`src/rtl/rebound_sort_pkg.sv`:
```
package rebound_sort_pkg;

    localparam int unsigned KEY_W = 64;

    typedef enum logic [1:0] {
        PH_LOAD   = 2'd0,
        PH_SETTLE = 2'd1,
        PH_DRAIN  = 2'd2
    } phase_e;

    typedef struct packed {
        logic signed_keys;
        logic descending;
    } sort_mode_t;

    // True when record a must leave strictly before record b.
    function automatic logic goes_first(
        input logic [KEY_W-1:0] a,
        input logic [KEY_W-1:0] b,
        input logic [KEY_W-1:0] sign_mask,
        input sort_mode_t       mode
    );
        logic [KEY_W-1:0] ka;
        logic [KEY_W-1:0] kb;
        ka = mode.signed_keys ? (a ^ sign_mask) : a;
        kb = mode.signed_keys ? (b ^ sign_mask) : b;
        return mode.descending ? (ka > kb) : (ka < kb);
    endfunction

endpackage

```
`src/rtl/rebound_cell.sv`:
```
module rebound_cell
    import rebound_sort_pkg::*;
#(
    parameter int unsigned REC_W = 32
) (
    input  logic             clk,
    input  logic             rst,
    input  phase_e           phase,
    input  sort_mode_t       mode,
    input  logic             dn_valid,
    input  logic [REC_W-1:0] dn_data,
    input  logic             dn_last,
    input  logic             rise_valid,
    input  logic [REC_W-1:0] rise_data,
    output logic             hold_valid,
    output logic [REC_W-1:0] hold_data,
    output logic             pass_valid,
    output logic [REC_W-1:0] pass_data,
    output logic             pass_last
);

    localparam logic [KEY_W-1:0] SIGN_MASK = KEY_W'(1) << (REC_W - 1);

    logic take_new;

    // An empty slot always loses; ties keep the resident record.
    always_comb begin
        take_new = dn_valid &&
                   (!hold_valid ||
                    goes_first(KEY_W'(dn_data), KEY_W'(hold_data), SIGN_MASK, mode));
    end

    always_ff @(posedge clk) begin
        if (rst) begin
            hold_valid <= 1'b0;
            pass_valid <= 1'b0;
            pass_last  <= 1'b0;
        end else if (phase == PH_DRAIN) begin
            hold_valid <= rise_valid;
            hold_data  <= rise_data;
            pass_valid <= 1'b0;
            pass_last  <= 1'b0;
        end else if (take_new) begin
            hold_valid <= 1'b1;
            hold_data  <= dn_data;
            pass_valid <= hold_valid;
            pass_data  <= hold_data;
            pass_last  <= dn_last;
        end else begin
            pass_valid <= dn_valid;
            pass_data  <= dn_data;
            pass_last  <= dn_last;
        end
    end

endmodule

```
`src/rtl/rebound_ctrl.sv`:
```
module rebound_ctrl
    import rebound_sort_pkg::*;
#(
    parameter int unsigned DEPTH = 24
) (
    input  logic       clk,
    input  logic       rst,
    input  logic       in_valid,
    input  logic       in_last,
    input  sort_mode_t mode_in,
    input  logic       head_valid,
    input  logic       casc_present,
    input  logic       casc_start_in,
    output phase_e     phase,
    output sort_mode_t mode_eff,
    output logic       start_drain
);

    localparam int unsigned CW = (DEPTH > 1) ? $clog2(DEPTH) : 1;
    localparam logic [CW-1:0] CNT_LAST = CW'(DEPTH - 1);

    logic [CW-1:0] settle_cnt;
    logic          started;
    sort_mode_t    mode_q;

    always_comb begin
        start_drain = (phase == PH_SETTLE) && (settle_cnt == CNT_LAST) &&
                      (!casc_present || casc_start_in);
        mode_eff    = started ? mode_q : mode_in;
    end

    always_ff @(posedge clk) begin
        if (rst) begin
            phase      <= PH_LOAD;
            settle_cnt <= '0;
            started    <= 1'b0;
            mode_q     <= '0;
        end else begin
            case (phase)
                PH_LOAD: begin
                    if (in_valid && !started) begin
                        started <= 1'b1;
                        mode_q  <= mode_in;
                    end
                    if (in_last) begin
                        phase      <= PH_SETTLE;
                        settle_cnt <= '0;
                    end
                end
                PH_SETTLE: begin
                    if (start_drain) begin
                        phase <= PH_DRAIN;
                    end else if (settle_cnt != CNT_LAST) begin
                        settle_cnt <= settle_cnt + 1'b1;
                    end
                end
                PH_DRAIN: begin
                    if (!head_valid) begin
                        phase   <= PH_LOAD;
                        started <= 1'b0;
                    end
                end
                default: phase <= PH_LOAD;
            endcase
        end
    end

endmodule

```
`src/rtl/rebound_sorter.sv`:
```
module rebound_sorter
    import rebound_sort_pkg::*;
#(
    parameter int unsigned REC_W = 32,
    parameter int unsigned DEPTH = 24
) (
    input  logic             clk,
    input  logic             rst,
    input  logic             in_valid,
    input  logic [REC_W-1:0] in_data,
    input  logic             in_last,
    input  logic             mode_signed,
    input  logic             mode_desc,
    output logic             out_valid,
    output logic [REC_W-1:0] out_data,
    input  logic             casc_present,
    output logic             casc_dn_valid,
    output logic [REC_W-1:0] casc_dn_data,
    output logic             casc_dn_last,
    output logic             casc_mode_signed,
    output logic             casc_mode_desc,
    input  logic             casc_up_valid,
    input  logic [REC_W-1:0] casc_up_data,
    input  logic             casc_start_in,
    output logic             casc_start_out
);

    phase_e     phase_q;
    sort_mode_t mode_in;
    sort_mode_t mode_eff;
    logic       start_drain;
    logic       loading;

    logic             hold_v [DEPTH];
    logic [REC_W-1:0] hold_d [DEPTH];
    logic             pass_v [DEPTH];
    logic [REC_W-1:0] pass_d [DEPTH];
    logic             pass_l [DEPTH];

    always_comb begin
        mode_in.signed_keys = mode_signed;
        mode_in.descending  = mode_desc;
        loading             = (phase_q == PH_LOAD);
    end

    rebound_ctrl #(
        .DEPTH(DEPTH)
    ) u_ctrl (
        .clk          (clk),
        .rst          (rst),
        .in_valid     (in_valid),
        .in_last      (in_last),
        .mode_in      (mode_in),
        .head_valid   (hold_v[0]),
        .casc_present (casc_present),
        .casc_start_in(casc_start_in),
        .phase        (phase_q),
        .mode_eff     (mode_eff),
        .start_drain  (start_drain)
    );

    for (genvar i = 0; i < DEPTH; i++) begin : g_cell
        logic             dv;
        logic [REC_W-1:0] dd;
        logic             dl;
        logic             rv;
        logic [REC_W-1:0] rd;

        if (i == 0) begin : g_head
            assign dv = loading && in_valid;
            assign dd = in_data;
            assign dl = loading && in_last;
        end else begin : g_body
            assign dv = pass_v[i-1];
            assign dd = pass_d[i-1];
            assign dl = pass_l[i-1];
        end

        if (i == DEPTH - 1) begin : g_tail
            assign rv = casc_present && casc_up_valid;
            assign rd = casc_up_data;
        end else begin : g_inner
            assign rv = hold_v[i+1];
            assign rd = hold_d[i+1];
        end

        rebound_cell #(
            .REC_W(REC_W)
        ) u_cell (
            .clk       (clk),
            .rst       (rst),
            .phase     (phase_q),
            .mode      (mode_eff),
            .dn_valid  (dv),
            .dn_data   (dd),
            .dn_last   (dl),
            .rise_valid(rv),
            .rise_data (rd),
            .hold_valid(hold_v[i]),
            .hold_data (hold_d[i]),
            .pass_valid(pass_v[i]),
            .pass_data (pass_d[i]),
            .pass_last (pass_l[i])
        );
    end

    always_comb begin
        out_valid        = (phase_q == PH_DRAIN) && hold_v[0];
        out_data         = hold_d[0];
        casc_dn_valid    = casc_present && pass_v[DEPTH-1];
        casc_dn_data     = pass_d[DEPTH-1];
        casc_dn_last     = casc_present && pass_l[DEPTH-1];
        casc_mode_signed = mode_eff.signed_keys;
        casc_mode_desc   = mode_eff.descending;
        casc_start_out   = start_drain;
    end

endmodule

```
`config.mk`:
```
export PLATFORM = sky130hd
export DESIGN_NAME = rebound_sorter
export DESIGN_NICKNAME = d
export VERILOG_FILES = /design/src/rtl/rebound_sort_pkg.sv /design/src/rtl/rebound_cell.sv /design/src/rtl/rebound_ctrl.sv /design/src/rtl/rebound_sorter.sv
export SDC_FILE = /design/constraint.sdc
export NUM_CORES = 2
export LEC_CHECK = 0
export ABC_AREA = 1
export BUFFER_PORTS_ARGS = -buffer_cell sky130_fd_sc_hd__buf_4
export CORE_UTILIZATION = 51
export CTS_CLUSTER_DIAMETER = 60
export DETAILED_ROUTE_END_ITERATION = 8
export GPL_TIMING_DRIVEN = 0
export MAX_ROUTING_LAYER = met4
export PLACE_DENSITY = 0.75
export SETUP_SLACK_MARGIN = 0.05
export SLEW_MARGIN = 0
export SYNTH_ARGS = -nofsm -noshare
export SYNTH_HDL_FRONTEND = slang
export SYNTH_SLANG_ARGS = --single-unit
```
`constraint.sdc`:
```
create_clock -name clk -period 70.9 [get_ports clk]
set_input_delay 0 -clock clk [delete_from_list [all_inputs] [get_ports clk]]
set_output_delay 0 -clock clk [all_outputs]
set_load 0.03 [all_outputs]
```
Word-level counts from Yosys, hierarchy flattened
Cells that the tools add are included.

cells by class
  $add $sub $neg = 1
  order comparisons = 48
  eq/ne operators = 10
  muxes and demuxes = 228
  bitwise operators = 50
  reductions and logical operators = 141

operator list
  operator               count
  $mux W32               120
  $gt A64 B64 Y1         24
  $lt A64 B64 Y1         24
  $mux W1                98
  $reduce_and A2 Y1      26
  $reduce_bool A2 Y1     26
  $not A1 Y1             50
  $logic_and A1 B1 Y1    33
  $logic_not A1 Y1       26
  $logic_or A1 B1 Y1     25
  $mux W5                3
  $ne A2 B2 Y1 const B   5
  $pmux W5 S2            1
  $mux W2                4
  $pmux W2 S3            1
  $reduce_and A3 Y1      2
  $add A5 B1 Y5 const B  1
  $eq A5 B5 Y1 const B   1
  $ne A5 B5 Y1 const B   1
  $reduce_and A4 Y1      1
  $eq A2 B1 Y1 const B   1
  $eq A2 B2 Y1 const B   1
  $logic_not A2 Y1       1
  $ne A2 B1 Y1 const B   1
  other kinds (2)        2

word-level totals
  register bits = 1618
  output and inout port bits = 70

Logic depth before layout (Yosys ltp)
  word-level depth = 8
  mapped depth = 19
  gate-level depth less buffers = 18

By module
From an unflattened synthesis, not the netlist that was laid out.

unflattened totals
  cells, all modules = 10614
  area total of the unflattened synthesis = 92182.2 µm²

modules (own cells, without submodules)
  module          instances  cells an instance  area an instance (µm²)
  rebound_cell    24         438                3814.9
  rebound_ctrl    1          87                 568.0
  rebound_sorter  1          15                 56.3

Least setup slack after synthesis
Ideal clock, no wire load.

  path kind = flip-flop to flip-flop
  from = reg u_ctrl.phase[1]
  to = reg g_cell[16].u_cell.pass_valid
  arrival time = 34.535 ns
  data required time = 70.822 ns
  setup slack = 36.287 ns
  cell stages (with the launch flop) = 8
  path buffers = 2
  clock period less this slack = 34.613 ns
  path through = dfxtp_1 > inv_1 > nor2_1 > nor2_1 > inv_1 > clkbuf_1 > clkbuf_1 > nor3_1

between the ends
  longest elaborated chain between the ends = 2

ends and longest elaborated chain
  what                               line                text
  from (decl)                        rebound_ctrl.sv:14  output phase_e phase,
  from (signal assigned)             rebound_ctrl.sv:34  phase <= PH_LOAD;
  from (signal assigned)             rebound_ctrl.sv:46  phase <= PH_SETTLE;
  from (signal assigned)             rebound_ctrl.sv:52  phase <= PH_DRAIN;
  $eq A2 B2 Y1                       rebound_cell.sv:38  end else if (phase == PH_DRAIN) begin
  $reduce_or A2 Y1 (no source line)  n/a
  to (signal assigned)               rebound_cell.sv:46  pass_valid <= hold_valid;
  to (signal assigned)               rebound_cell.sv:50  pass_valid <= dn_valid;
  to (decl)                          rebound_cell.sv:17  output logic pass_valid,

No other way between the ends.
A chain may end at the register's enable or synchronous reset.

Worst setup path after layout
  from = reg u_ctrl.phase[1]
  to = reg g_cell[18].u_cell.hold_data[16] (enable)

between the ends
  longest elaborated chain between the ends = 3

ends and longest elaborated chain
  what                                 line                text
  $eq A2 B2 Y1                         rebound_cell.sv:38
  $reduce_bool A2 Y1 (no source line)  n/a
  $reduce_and A2 Y1 (no source line)   n/a
  to (signal assigned)                 rebound_cell.sv:40  hold_data <= rise_data;
  to (signal assigned)                 rebound_cell.sv:45  hold_data <= dn_data;
  to (decl)                            rebound_cell.sv:16  output logic [REC_W-1:0] hold_data,

No other way between the ends.

==> results.py <==
metrics = {
    "run_status": {
        "status": "finished, violations left",
        "violations": "capacitance limit",
    },
    "finish": {
        "stdcell_count": 12910,
        "fillCellCount": 14637,
        "syn2layout_area_growth_pct": 14.1,
        "final_net_count": 11249,
        "multi_input_area_um2": 35600,
        "final-seq-area_um2": 47800,
        "post-route-util": 0.586,
        "drive_gt1_frac": 0.0649,
    },
    "grt": {
        "track_usage": 0.319,
        "grt_max_degree": 36,
        "antenna_found_initial": 6,
        "grt_pass1_wl_um": 418000,
        "grt_pass1_vias": 71371,
        "grt-ovfl-total": 0,
    },
    "timing": {
        "period_share": 0.0731,
        "period_needed_ns": 5.18,
        "tightestPinTransition_ns": 1.49,
        "slew_headroom": 0.00404,
        "tns_ns": 0,
        "setup_viol_count_final": 0,
        "slew_violations": 0,
        "fmax_ghz": 0.193,
        "rsz0062_at_grt": "no",
        "timing.final.ws_setup_ns": 65.72,
        "hold_viol": 0,
        "skew_ns": 0.0869,
        "holdWs_ns": 0.0314,
    },
    "synth": {
        "yosys-top-cells-count": "nand2_1 (3423), edfxtp_1 (1536), inv_1 (1111), nand3_1 (921), o21ai_0 (771)",
        "syn_area_per_cell_um2": 9.00,
        "syn_nets": 10739,
        "synth_top_area_frac": 0.516,
        "yosys.area.top_type": "edfxtp_1",
        "synth-edff-count": 1536,
        "ys_ff_latch": 1618,
        "synthCells": 9921,
        "synth_most_common_cell": "nand2_1",
        "ys_types": 39,
        "synthTopCellsByArea": "edfxtp_1 (52%), nand2_1 (14%), ha_1 (10%)",
        "syn_area_um2": 89300,
        "async_reset_ff_frac": 0,
        "yosysSeqAreaShare": 0.535,
        "yosysWarnings": 0,
        "synth_ff_type": "edfxtp_1",
    },
    "run": {
        "cap_violations": 1,
    },
    "cts": {
        "clock-root-buffer": "clkbuf_16",
        "cts.sinks": 1618,
        "cts_made_buffers": 179,
        "clkTransAtPathRegs_ns": 0.06,
        "cts.path.max_buffers": 3,
        "cts_resized": 0,
        "htree_levels": 4,
        "insertion_delay_ns": 0.88,
        "tritoncts": "built",
    },
    "setup_path": {
        "critPathArrivalTime_ns": 5.75,
        "path_cells": "inv_1, nor2_1, clkinv_1, clkbuf_1, clkbuf_1, clkbuf_2, a21oi_4, buf_16",
        "crit_path_max_incr_delay_ns": 0.91,
        "worstReg2RegEnd": "g_cell[18].u_cell.hold_data[16]",
        "required_ns": 71.46,
        "cp-end-kind": "flip-flop",
        "slowest_stage": "nor2_1",
        "startpoint_type": "flip-flop",
        "rr_startpoint": "u_ctrl.phase[1]",
        "crit_type": "flip-flop to flip-flop",
        "regToRegSetupSlack_ns": 65.72,
        "cp_max_fo": 20,
        "r2r_cells": 8,
        "crit_path_frequent_cell": "clkbuf_1",
    },
    "routing": {
        "drc_errors": 0,
        "num_vias": 74419,
        "dr.pass1.iters": 8,
        "avgRoutedWirePerCell_um": 21.3,
        "vias_per_cell": 5.76,
        "drt_iter0_markers": 9272,
        "ant_nets": 0,
        "wl_um": 275000,
    },
    "power": {
        "p_sw_mw": 0.542,
        "p_clk_frac": 0.429,
        "p_int_mw": 1.67,
        "switching_share": 0.245,
        "ir_drop_v": 0.0000228,
        "p_per_area_nw_per_um2": 21.7,
        "seqPwrFrac": 0.501,
        "combPwrFrac": 0.070,
        "p_leak_nw": 47.0,
    },
    "floorplanning": {
        "dieArea_um2": 177000,
        "die_w_um": 421,
        "row_count": 153,
        "die_y_um": 421,
        "core_area_um2": 174000,
        "ioPinCount": 143,
        "initial_core_util": 0.513,
    },
    "place": {
        "gp_congestion": 0.976,
        "place_ws_ns": 65.88,
        "dpl.hpwl_um": 207000,
        "dp_cells": 12439,
        "io_buffers": 141,
    },
    "worst_hold_path": {
        "worstHoldPathType": "primary input to flip-flop",
        "hold_end": "g_cell[0].u_cell.hold_data[9]",
        "min_path_cells": 4,
        "min_from": "in_data[9]",
    },
}
[state kept, by name, summed over array words and instances (netlist names)]
signal and count:
g_cell.u_cell.pass_last 24, g_cell.u_cell.hold_data 768, u_ctrl.settle_cnt 5, g_cell.u_cell.hold_valid 24, u_ctrl.phase 2, g_cell.u_cell.pass_valid 24, g_cell.u_cell.pass_data 768, u_ctrl.started 1
u_ctrl.mode_q 2
[worst max path at each step]
stage	to	depth (start not counted)	slack [ns]	startpoint
finish	g_cell[18].u_cell.hold_data[16]	8	65.72	u_ctrl.phase[1]
global route	g_cell[18].u_cell.hold_data[16]	8	65.77	u_ctrl.phase[1]
CTS	g_cell[18].u_cell.hold_data[17]	8	65.87	u_ctrl.phase[1]
detailed placement	g_cell[18].u_cell.hold_data[12]	8	65.88	u_ctrl.phase[1]
global placement	g_cell[22].u_cell.pass_valid	7	20.06	u_ctrl.phase[1]
floorplan	g_cell[16].u_cell.pass_valid	7	36.29	u_ctrl.phase[1]
[critical path, delay by kind of cell (launching register included)]
family	cells	cell delay, ns
and+or+nand+nor	1	0.91
AOI/OAI and AO/OA	1	0.74
buffers and inverters	6	2.85
DFF	1	0.33
[through the flow]
step | power [mW] | area (um^2)
after floorplan | 1.24 | 89300
after global placement | 1.30 | 93300
after detailed placement | 1.27 | 94700
after CTS | 2.22 | 102000
after global routing | 2.28 | 102000
final | 2.22 | 102000
[timing repair]
action / 4_1_cts / 5_1_grt
buffers inserted: 0 / 0
hold endpoints to repair: 202 / 0
hold buffers: 136 / 0
setup endpoints to repair: 0 / 0
[kinds of logic (layout without fill, tap and decap cells)]
kind of cell | after synthesis | after routing | synth area share
compound gates | 1175 | 1175 | 0.0689
xor+xnor | 1 | 1 | 0.0000981
fa+ha+maj | 745 | 745 | 0.104
buf+inv | 1553 | 2214 | 0.0700
flops | 1618 | 1618 | 0.535
other cells | 0 | 3 | 0
simple gates | 4829 | 4829 | 0.222
[power groups by stage]
stage	Combinational [mW]	Sequential, mW	Clock, mW
after floorplan	0.0934	1.14	0
after global placement	0.134	1.16	0
after detailed placement	0.146	1.13	0
after CTS	0.153	1.11	0.954
after global routing	0.175	1.11	0.990
final	0.155	1.11	0.951
[cells in the final DEF (no fill, tap or decap), drive strengths merged]
| cell type | count |
|---|---|
| nand2 | 3445 |
| edfxtp | 1536 |
| inv | 1123 |
| nand3 | 945 |
| o21ai | 772 |
| ha | 745 |
| clkbuf | 521 |
| buf | 339 |
| a21oi | 313 |
| nor2 | 293 |
| dlygate4sd3 | 136 |
| dfxtp | 82 |
| clkinv | 72 |
| nand4 | 62 |
| a21o | 48 |
| nor3 | 34 |
| o211a | 22 |
| and3 | 16 |
| bufinv | 16 |
| and2 | 16 |
| nand3b | 12 |
| o21bai | 10 |
| clkinvlp | 7 |
| or2 | 4 |
| diode | 3 |
| a31oi | 3 |
| a21boi | 2 |
| nor3b | 2 |
| o211ai | 2 |
| xor2 | 1 |
| a22oi | 1 |
| a211oi | 1 |
| o21a | 1 |
[layer usage]
metal  routed length, um  up-vias  share of wire  global-route usage
met4               13900        0          0.050               0.143
met5                   0        -              0                   -
met3               25100      714          0.091              0.0530
met1              108000    35582           0.39               0.403
li1                    -    34225              -                   -
met2              128000     3898           0.47               0.502
[cell type report]
class	count	share of cell area
buffer	437	0.0204
timing repair buffer	329	0.0344
multi-input combinational	6750	0.349
tap	2325	0.0285
inverter	1116	0.0411
sequential	1618	0.469
antenna	3	0.0000737
clock buffer	230	0.0462
clock inverter	102	0.0113
Note: power is estimated with default switching activity, not from simulation.
